$ cat src/rtl/flash_cmd_pkg.sv
package flash_cmd_pkg;

  typedef enum logic [3:0] {
    ST_READ, ST_ID, ST_ERSETUP, ST_ERASING, ST_ERVERIFY,
    ST_PGSETUP, ST_PROGRAMMING, ST_PGVERIFY, ST_INACTIVE
  } state_t;

  typedef enum logic [1:0] {SEL_BUS, SEL_LATCH, SEL_ID} rdsel_t;

  typedef struct packed {
    logic   capture;   // any write cycle: latch address
    logic   progCap;   // program data write: latch program target
    logic   eraseAll;  // erase pulse ends
    logic   progWr;    // program pulse ends
    rdsel_t rdSel;
  } ctrl_stb_t;

  localparam logic [7:0] CODE_READ  = 8'h00;
  localparam logic [7:0] CODE_ERASE = 8'h20;
  localparam logic [7:0] CODE_PROG  = 8'h40;
  localparam logic [7:0] CODE_IDENT = 8'h90;
  localparam logic [7:0] CODE_EVFY  = 8'hA0;
  localparam logic [7:0] CODE_PVFY  = 8'hC0;
  localparam logic [7:0] CODE_RESET = 8'hFF;

endpackage

$ cat src/rtl/flash_cmd_fsm.sv
module flash_cmd_fsm
  import flash_cmd_pkg::*;
#(
  parameter int ERASE_CYC = 40,
  parameter int PROG_CYC  = 10
) (
  input  logic       clk,
  input  logic       rstN,
  input  logic       ceN,
  input  logic       weN,
  input  logic       hvPresent,
  input  logic [7:0] wrData,
  output ctrl_stb_t  stb,
  output state_t     state
);
  localparam int MAX_CYC = (ERASE_CYC > PROG_CYC) ? ERASE_CYC : PROG_CYC;
  localparam int CNT_W   = $clog2(MAX_CYC + 1);

  logic             weNq;
  logic             ffSeen;
  logic [CNT_W-1:0] cnt;
  state_t           nxt;
  logic             wrPulse, pulsing, expire, ldErase, ldProg, endPulse, dblReset;

  assign wrPulse  = !ceN && !weN && weNq;
  assign pulsing  = (state == ST_ERASING) || (state == ST_PROGRAMMING);
  assign expire   = pulsing && (cnt == CNT_W'(1));
  assign dblReset = wrPulse && ffSeen && (wrData == CODE_RESET);

  always_comb begin
    nxt      = state;
    ldErase  = 1'b0;
    ldProg   = 1'b0;
    endPulse = 1'b0;
    if (!hvPresent) begin
      nxt = ST_READ;
    end else if (dblReset) begin
      nxt = ST_READ;
    end else if (wrPulse) begin
      unique case (state)
        ST_READ, ST_ID, ST_ERVERIFY, ST_PGVERIFY: begin
          unique case (wrData)
            CODE_ERASE: nxt = ST_ERSETUP;
            CODE_PROG:  nxt = ST_PGSETUP;
            CODE_IDENT: nxt = ST_ID;
            CODE_EVFY:  nxt = ST_ERVERIFY;
            CODE_PVFY:  nxt = ST_PGVERIFY;
            default:    nxt = ST_READ;
          endcase
        end
        ST_ERSETUP: begin
          if (wrData == CODE_ERASE) begin
            nxt     = ST_ERASING;
            ldErase = 1'b1;
          end else begin
            nxt = ST_READ;
          end
        end
        ST_PGSETUP: begin
          nxt    = ST_PROGRAMMING;
          ldProg = 1'b1;
        end
        ST_ERASING: if (wrData == CODE_EVFY) begin
          nxt      = ST_ERVERIFY;
          endPulse = 1'b1;
        end
        ST_PROGRAMMING: if (wrData == CODE_PVFY) begin
          nxt      = ST_PGVERIFY;
          endPulse = 1'b1;
        end
        ST_INACTIVE: begin
          if (wrData == CODE_EVFY)      nxt = ST_ERVERIFY;
          else if (wrData == CODE_PVFY) nxt = ST_PGVERIFY;
        end
        default: nxt = ST_READ;
      endcase
    end
    if (hvPresent && expire && (nxt == state)) begin
      nxt      = ST_INACTIVE;
      endPulse = 1'b1;
    end
  end

  always_ff @(posedge clk or negedge rstN) begin
    if (!rstN) begin
      state  <= ST_READ;
      weNq   <= 1'b1;
      ffSeen <= 1'b0;
      cnt    <= '0;
    end else begin
      state <= nxt;
      weNq  <= weN;
      if (!hvPresent)   ffSeen <= 1'b0;
      else if (wrPulse) ffSeen <= (wrData == CODE_RESET) && !ffSeen;
      if (ldErase)                    cnt <= CNT_W'(ERASE_CYC);
      else if (ldProg)                cnt <= CNT_W'(PROG_CYC);
      else if (pulsing && cnt != '0)  cnt <= cnt - CNT_W'(1);
    end
  end

  always_comb begin
    stb.capture  = wrPulse;
    stb.progCap  = ldProg;
    stb.eraseAll = endPulse && (state == ST_ERASING);
    stb.progWr   = endPulse && (state == ST_PROGRAMMING);
    if (!hvPresent)                                          stb.rdSel = SEL_BUS;
    else if (state == ST_ID)                                 stb.rdSel = SEL_ID;
    else if (state == ST_ERVERIFY || state == ST_PGVERIFY)   stb.rdSel = SEL_LATCH;
    else                                                     stb.rdSel = SEL_BUS;
  end

endmodule

$ cat src/rtl/flash_cmd_dp.sv
module flash_cmd_dp
  import flash_cmd_pkg::*;
#(
  parameter int         ADDR_W = 4,
  parameter logic [7:0] MFR_ID = 8'h5A,
  parameter logic [7:0] DEV_ID = 8'hC3
) (
  input  logic              clk,
  input  logic              rstN,
  input  ctrl_stb_t         stb,
  input  logic [ADDR_W-1:0] busAddr,
  input  logic [7:0]        wrData,
  output logic [7:0]        rdData
);
  localparam int DEPTH = 1 << ADDR_W;

  logic [7:0]        mem [DEPTH];
  logic [ADDR_W-1:0] latAddr, progAddr;
  logic [7:0]        progData;

  always_ff @(posedge clk or negedge rstN) begin
    if (!rstN) begin
      latAddr  <= '0;
      progAddr <= '0;
      progData <= '0;
    end else begin
      if (stb.capture) latAddr <= busAddr;
      if (stb.progCap) begin
        progAddr <= busAddr;
        progData <= wrData;
      end
    end
  end

  for (genvar g = 0; g < DEPTH; g++) begin : g_cell
    always_ff @(posedge clk or negedge rstN) begin
      if (!rstN)                                              mem[g] <= 8'hFF;
      else if (stb.eraseAll)                                  mem[g] <= 8'hFF;
      else if (stb.progWr && progAddr == ADDR_W'(g))          mem[g] <= progData;
    end
  end

  always_comb begin
    unique case (stb.rdSel)
      SEL_ID:    rdData = (busAddr == '0) ? MFR_ID :
                          (busAddr == ADDR_W'(1)) ? DEV_ID : 8'h00;
      SEL_LATCH: rdData = mem[latAddr];
      default:   rdData = mem[busAddr];
    endcase
  end

endmodule

$ cat src/rtl/flash_cmd_ctrl.sv
module flash_cmd_ctrl
  import flash_cmd_pkg::*;
#(
  parameter int         ADDR_W    = 4,
  parameter int         ERASE_CYC = 40,
  parameter int         PROG_CYC  = 10,
  parameter logic [7:0] MFR_ID    = 8'h5A,
  parameter logic [7:0] DEV_ID    = 8'hC3
) (
  input  logic              clk,
  input  logic              rstN,
  input  logic              ceN,
  input  logic              oeN,
  input  logic              weN,
  input  logic              hvPresent,
  input  logic [ADDR_W-1:0] addr,
  input  logic [7:0]        dataIn,
  output logic [7:0]        dataOut,
  output logic              dataOe
);
  ctrl_stb_t  stb;
  state_t     curState;
  logic [7:0] rdData;

  flash_cmd_fsm #(.ERASE_CYC(ERASE_CYC), .PROG_CYC(PROG_CYC)) fsm_i (
    .clk(clk), .rstN(rstN), .ceN(ceN), .weN(weN), .hvPresent(hvPresent),
    .wrData(dataIn), .stb(stb), .state(curState)
  );

  flash_cmd_dp #(.ADDR_W(ADDR_W), .MFR_ID(MFR_ID), .DEV_ID(DEV_ID)) dp_i (
    .clk(clk), .rstN(rstN), .stb(stb), .busAddr(addr), .wrData(dataIn),
    .rdData(rdData)
  );

  assign dataOe  = !ceN && !oeN && weN;
  assign dataOut = dataOe ? rdData : 8'h00;

endmodule

$ cat config.mk
export PLATFORM = sky130hd
export DESIGN_NAME = flash_cmd_ctrl
export DESIGN_NICKNAME = d
export VERILOG_FILES = /design/src/rtl/flash_cmd_pkg.sv /design/src/rtl/flash_cmd_fsm.sv /design/src/rtl/flash_cmd_dp.sv /design/src/rtl/flash_cmd_ctrl.sv
export SDC_FILE = /design/constraint.sdc
export NUM_CORES = 1
export LEC_CHECK = 0
export BUFFER_PORTS_ARGS = -buffer_cell sky130_fd_sc_hd__buf_2
export CAP_MARGIN = 20
export CORE_MARGIN = 2
export CORE_UTILIZATION = 58
export DETAILED_ROUTE_END_ITERATION = 6
export HOLD_SLACK_MARGIN = 0.15
export PLACE_DENSITY = 0.82
export SLEW_MARGIN = 5
export SYNTH_ARGS = -nofsm -noshare
export SYNTH_HDL_FRONTEND = slang
export SYNTH_SLANG_ARGS = --single-unit
export TNS_END_PERCENT = 5
$ cat constraint.sdc
create_clock -name clk -period 2.45 [get_ports clk]
set_input_delay 0 -clock clk [delete_from_list [all_inputs] [get_ports clk]]
set_output_delay 0 -clock clk [all_outputs]
set_load 0.02 [all_outputs]
### After elaboration in Yosys (flattened, before gate mapping)

Cells that the tools add are included.

* input bits: 18
* logic and storage cells: 196
* bits in registers: 156
* output and inout bits: 9

* multiplexer cells: 76
* equality and inequality tests: 35
* add/subtract/negate cells: 1
* $lt $le $gt $ge: 2
* reductions and logical operators: 57
* bitwise operators: 2

Operator list (number)
* 8-bit 2-to-1 mux: 39
* 8-bit binary-select mux with 4-bit select: 2
* 4-bit == test, second input constant: 9
* 4-bit by 3-bit == test with 1-bit output, second input constant: 8
* 8-bit == test, second input constant: 4
* 2-bit nonzero test: 16
* 1-bit logical AND: 29
* 4-bit 2-to-1 mux: 7
* 4-bit case mux with 6 select lines: 1
* 1-bit 2-to-1 mux: 18
* 6-bit 2-to-1 mux: 3
* 4-bit by 2-bit == test with 1-bit output, second input constant: 4
* 8-bit case mux with 2 select lines: 1
* 3-bit case mux with 5 select lines: 1
* 4-bit by 1-bit == test with 1-bit output, second input constant: 3
* 4-bit logical NOT: 3
* 5-bit greater-or-equal comparator, second input constant: 2
* 4-bit inverter with 5-bit output: 2
* 8-bit by 6-bit == test with 1-bit output, second input constant: 1
* 8-bit by 7-bit == test with 1-bit output, second input constant: 1
* 6-bit by 1-bit == test with 1-bit output, second input constant: 1
* 2-bit 2-to-1 mux: 3
* 6-bit nonzero test: 1
* 6-bit by 1-bit subtractor with 6-bit output, second input constant: 1
* 9 further kinds: 13

### Depth between registers and ports, before layout

* depth after elaboration: 14
* mapped depth: 12
* mapped depth without buffers: 9

### Modules after synthesis

From an unflattened synthesis, not the netlist that was laid out.

* cells, all modules: 992
* area, all modules: 9685.5 µm²

Modules (own cells, without submodules)
* flash_cmd_dp: area an instance 8538.2 µm², times used 1, sequential area each 3763.6 µm², cells an instance 854
* flash_cmd_fsm: area an instance 1039.7 µm², times used 1, sequential area each 301.5 µm², cells an instance 129
* flash_cmd_ctrl: area an instance 107.6 µm², times used 1, sequential area each 0.0 µm², cells an instance 9

### Worst setup path before layout

Ideal clock, no wire load.

* path type: register -> register
* start: register fsm_i.weNq
* end: register dp_i.mem[100] in the netlist's numbering
* data required time: 2.361 ns
* arrival time: 2.551 ns
* path slack: -0.190 ns
* setup time: 0.089 ns
* period minus slack after synthesis: 2.640 ns
* path buffers: 4
* cell stages (with the launch flop): 11
* path through: dfstp_2 > or3b_1 > buf_2 > o41ai_1 > nor4_1 > a311o_1 > a31oi_2 > buf_6 > buf_12 > buf_6 > o211ai_1

* word-level cells in the longest chain between the ends: 11
* elaborated cells between the ends (all ways): 17
* classes of those cells: eq/ne: 1; mux: 8; reduce/logical: 8

Ends and longest elaborated chain
* start: declaration: line flash_cmd_fsm.sv:19 `logic weNq;`
* start signal: assignment: line flash_cmd_fsm.sv:92 `weNq <= weN;`
* 1-bit logical AND (*): line flash_cmd_fsm.sv:25 `assign wrPulse = !ceN && !weN && weNq;`
* 1-bit logical AND (2 in a row): line flash_cmd_fsm.sv:28 `assign dblReset = wrPulse && ffSeen && (wrData == CODE_RESET);`
* 4-bit 2-to-1 mux: line flash_cmd_fsm.sv:37 `end else if (dblReset) begin`
* 4-bit 2-to-1 mux: line flash_cmd_fsm.sv:35 `if (!hvPresent) begin`
* 4-bit == test: line flash_cmd_fsm.sv:78 `if (hvPresent && expire && (nxt == state)) begin`
* 1-bit logical AND: line flash_cmd_fsm.sv:78
* 1-bit 2-to-1 mux (*): line flash_cmd_fsm.sv:78
* 1-bit logical AND: line flash_cmd_fsm.sv:105 `stb.progWr = endPulse && (state == ST_PROGRAMMING);`
* 1-bit logical AND: line flash_cmd_dp.sv:39 `else if (stb.progWr && progAddr == ADDR_W'(g)) mem[g] <= progData;`
* 2-bit nonzero test (no source line)
* end signal: indexed assignment: line flash_cmd_dp.sv:39
* end: declaration: line flash_cmd_dp.sv:17 `logic [7:0] mem [DEPTH];`

Mark *: on every way between the ends. The rest lies on a longest branch, timed or not.
A chain may end at the register's enable or synchronous reset.

### Worst setup path in the final report

* start: register fsm_i.weNq
* end: register dp_i.mem[98] in the netlist's numbering

The elaborated chain is that of the path after synthesis.

==> summary.txt <==
Layout
  • Area Growth Syn to Fin: 28.73%
  • Fillers: 1063
  • Fin nets: 1186
  • Diode count: 0
  • Post-Layout Cell Count: 1413
  • Commonest non-fill, non-tap cell in the layout: dfstp_2
  • Share of cells above drive strength 1: 0.4504
  • Commonest non-fill, non-tap cells in the layout: dfstp_2 (129), a31oi_1 (112), o21a_1 (101)

Synthesis
  • Syn_area_per_cell: 9.845 um^2
  • Async set or reset register ratio after synthesis: 1.000
  • Yosys warning total: 0
  • Synthesized Nets: 1124
  • Library cells used by synthesis: 59
  • Post-Syn Instances: 1104
  • Number of synthesized flops with an enable pin: 0
  • Synth area leader: dfstp_2
  • Yosys top cell area share: 0.3118
  • Mapped cell area: 0.01087 mm^2
  • Top_reg_cell synth: dfstp_2
  • Register bit total from synthesis: 156
  • Leading post-synthesis cells by cell area: dfstp_2 (31%), mux4_2 (17%), a31oi_1 (9.3%)
  • Post-synthesis sequential area ratio: 0.3740

Clock network
  • CTS clk-pin slew, worst paths: 0.06 ns
  • H-Tree Depth: 4
  • Root Driver: clkbuf_16
  • CTS Sinks: 156
  • TritonCTS clock tree: done
  • Cts bufs inserted: 17
  • Clk_lat worst skew: 0.45 ns
  • Deepest clock path buffer count: 2

STA
  • RSZ-0062 raised after global routing: yes
  • Final min period: 2.800 ns
  • Hold Vio Cnt, Final: 0
  • Worst Tran Pin Value: 0.9943 ns
  • Max-slew violation count: 0
  • Setup Viol. Count Final: 137
  • Setup_tns: -28.14 ns
  • Clock Skew: 0.01185 ns
  • PnR worst setup slack: -0.3504 ns
  • Relative slew slack: 0.3357
  • Tcrit/Tclk final: 1.143
  • Fmax: 357.1 MHz

Route
  • Initial DRT Pass Iterations: 7
  • Met2 Wirelength: 19230 um
  • Total Wirelength: 44210 um
  • Top layer in use: met5
  • Met1 wire length: 14190 um
  • Post-DR vias/cell: 8.252
  • Via count: 11660
  • Post-route ant nets: 0
  • DRC viols: 2
  • DR WL/cell: 31.29 um
  • Initial DRC Count: 2148
  • Routed wl met3: 6849 um

Die
  • Site row count: 50
  • Io pins: 27
  • Core area: 0.01852 mm^2
  • Die W: 140.9 um
  • Starting Density: 0.5870
  • Chip height: 140.9 um
  • DIE AREA: 0.01985 mm^2

Worst setup path
  • R2R Setup Slk: -0.35 ns
  • Worst Path Max Fanout: 16
  • CP Data Required Time: 2.79 ns
  • Reg2Reg Depth: 10
  • Critical Path Start Type: flip-flop
  • Reg-to-Reg Start: fsm_i.weNq
  • Slowest-stage cell, CP: dfstp_2
  • Crit path DAT: 3.14 ns
  • CP cell instances: or3b_4 > nor4b_4 > or2_4 > a311o_1 > buf_6 > a31oi_4 > buf_4 > buf_12 > buf_12 > o211ai_1
  • Worst reg2reg endpoint: dp_i.mem[98]
  • Most used cell, CP: buf_12
  • Max incr delay on CP: 0.52 ns
  • Crit path from: fsm_i.weNq
  • CP endpoint kind: flip-flop
  • WS Path Type: flip-flop to flip-flop

GRT
  • Global-route usage over all layers: 0.4047
  • GR Overflow Total: 0
  • First-pass GRT wire length: 61760 um
  • Vias in the first global route: 11100
  • Initial antenna violation count: 0
  • Largest net degree at the start of global routing: 87

Power
  • Sequential share of power: 0.422
  • Sw frac: 0.2637
  • PwrDens: 455.5 mW/mm^2
  • Worst VDD drop: 0.4698 mV
  • Clock share of power: 0.456
  • Internal power: 4.693 mW
  • P_leak: 4.923 nW
  • Part of the power in combinational logic: 0.121
  • P_sw: 1.680 mW

Place
  • Detailed Place HPWL: 21840 um
  • Routability Congestion: 0.9062
  • PortBufs: 26
  • Placed Instances: 1335

Hold path
  • HP Start: dataIn[0]
  • Hold EP: fsm_i.cnt[5]
  • Hold Path Depth: 6
  • Hold Crit Class: input port to flip-flop

Outcome
  • Failing checks: design-rule violations, negative setup slack
  • Outcome: complete, but fails checks

Run
  • Max cap viols: 0
## layer usage
metal  track usage  up-vias
met1        0.5035     5473
met2        0.6113     1297
met3        0.1382      436
met4        0.2468        2
li1              -     4452
met5       0.01253        -
## worst max-delay path by stage
stage	slack (ns)	depth (start not counted)	end
after floorplan	-0.002	10	dp_i.mem[23]
after global routing	-0.43	9	dp_i.mem[20]
after detailed placement	-0.25	9	dp_i.mem[25]
after global placement	-0.16	9	dp_i.mem[100]
after CTS	-0.22	11	dp_i.mem[98]
final	-0.35	10	dp_i.mem[98]
## stage by stage
step                      setup slack (ns)  area, um^2  utilization  hold slack (ns)  power, mW
after floorplan                  -0.002349       10950            -          -0.2956      3.105
after global placement             -0.1552       11820       0.6384         -0.02405      3.395
after detailed placement           -0.2527       11820       0.6384         -0.01902      3.408
after CTS                          -0.2201       13170       0.7113           0.2183      6.284
after global routing               -0.4280       13990       0.7556           0.2546      6.513
final                              -0.3504       13990       0.7556           0.2317      6.373
## registers in the layout (all words and copies together), names as in the netlist
name / count
dp_i.progData: 8
dp_i.latAddr: 4
fsm_i.ffSeen: 1
dp_i.mem: 128
fsm_i.cnt: 6
dp_i.progAddr: 4
fsm_i.weNq: 1
fsm_i.state: 4
## cell usage after synthesis, types with 14 or more instances
cell type and n:
clkbuf_1 93, buf_2 19, mux4_2 80, nor2_1 51
dfrtp_1 27, o2bb2ai_1 15, nand2_1 30, a21oi_1 70
dfstp_2 129, o21ai_0 133, a31oi_1 162, nor3_1 21
nand3_1 16, o21a_1 101, buf_1 14
## cell families (layout without fill, tap and decap cells)
family,Yosys count,count (layout),share of synthesized area
flip-flops,156,156,0.3740
adder cells (fa/ha/maj),2,2,0.002302
AO/OA/AOI/OAI,530,530,0.3033
XOR/XNOR,4,4,0.003224
multiplexers,91,91,0.1772
AND/OR/NAND/NOR,172,173,0.08058
buffers and inverters,149,223,0.05940
## cell type report
class | instances | area (um^2) | area share
Multi-Input combinational cell | 800 | 7104 | 0.5077
Sequential cell | 156 | 4068 | 0.2907
Timing Repair Buffer | 182 | 1864 | 0.1332
Clock buffer | 23 | 499.2 | 0.03568
Tap cell | 234 | 292.8 | 0.02092
Clock inverter | 9 | 130.1 | 0.009300
Inverter | 9 | 33.78 | 0.002414
## power by group through the flow
stage	combinational (mW)	sequential [mW]	clock (mW)
finish	0.774	2.69	2.91
global route	0.812	2.70	3.00
CTS	0.724	2.69	2.87
detailed placement	0.685	2.72	0
global placement	0.672	2.72	0
floorplan	0.412	2.69	0
## timing repair
action	4_1_cts	5_1_grt
pin swaps	34	34
hold buffers	19	0
endpoints found under the hold margin	81	0
endpoints found under the setup margin	137	146
gates cloned	8	5
setup buffers	11	7
gates resized for setup	102	124
## worst max-delay path, delay by kind of cell, from the launching register on
kind            cells  cell delay [ns]
flops               1             0.52
simple gates        3             0.95
compound gates      3             0.60
buf+inv             4             0.61
Power figures use the tool's default switching activity.
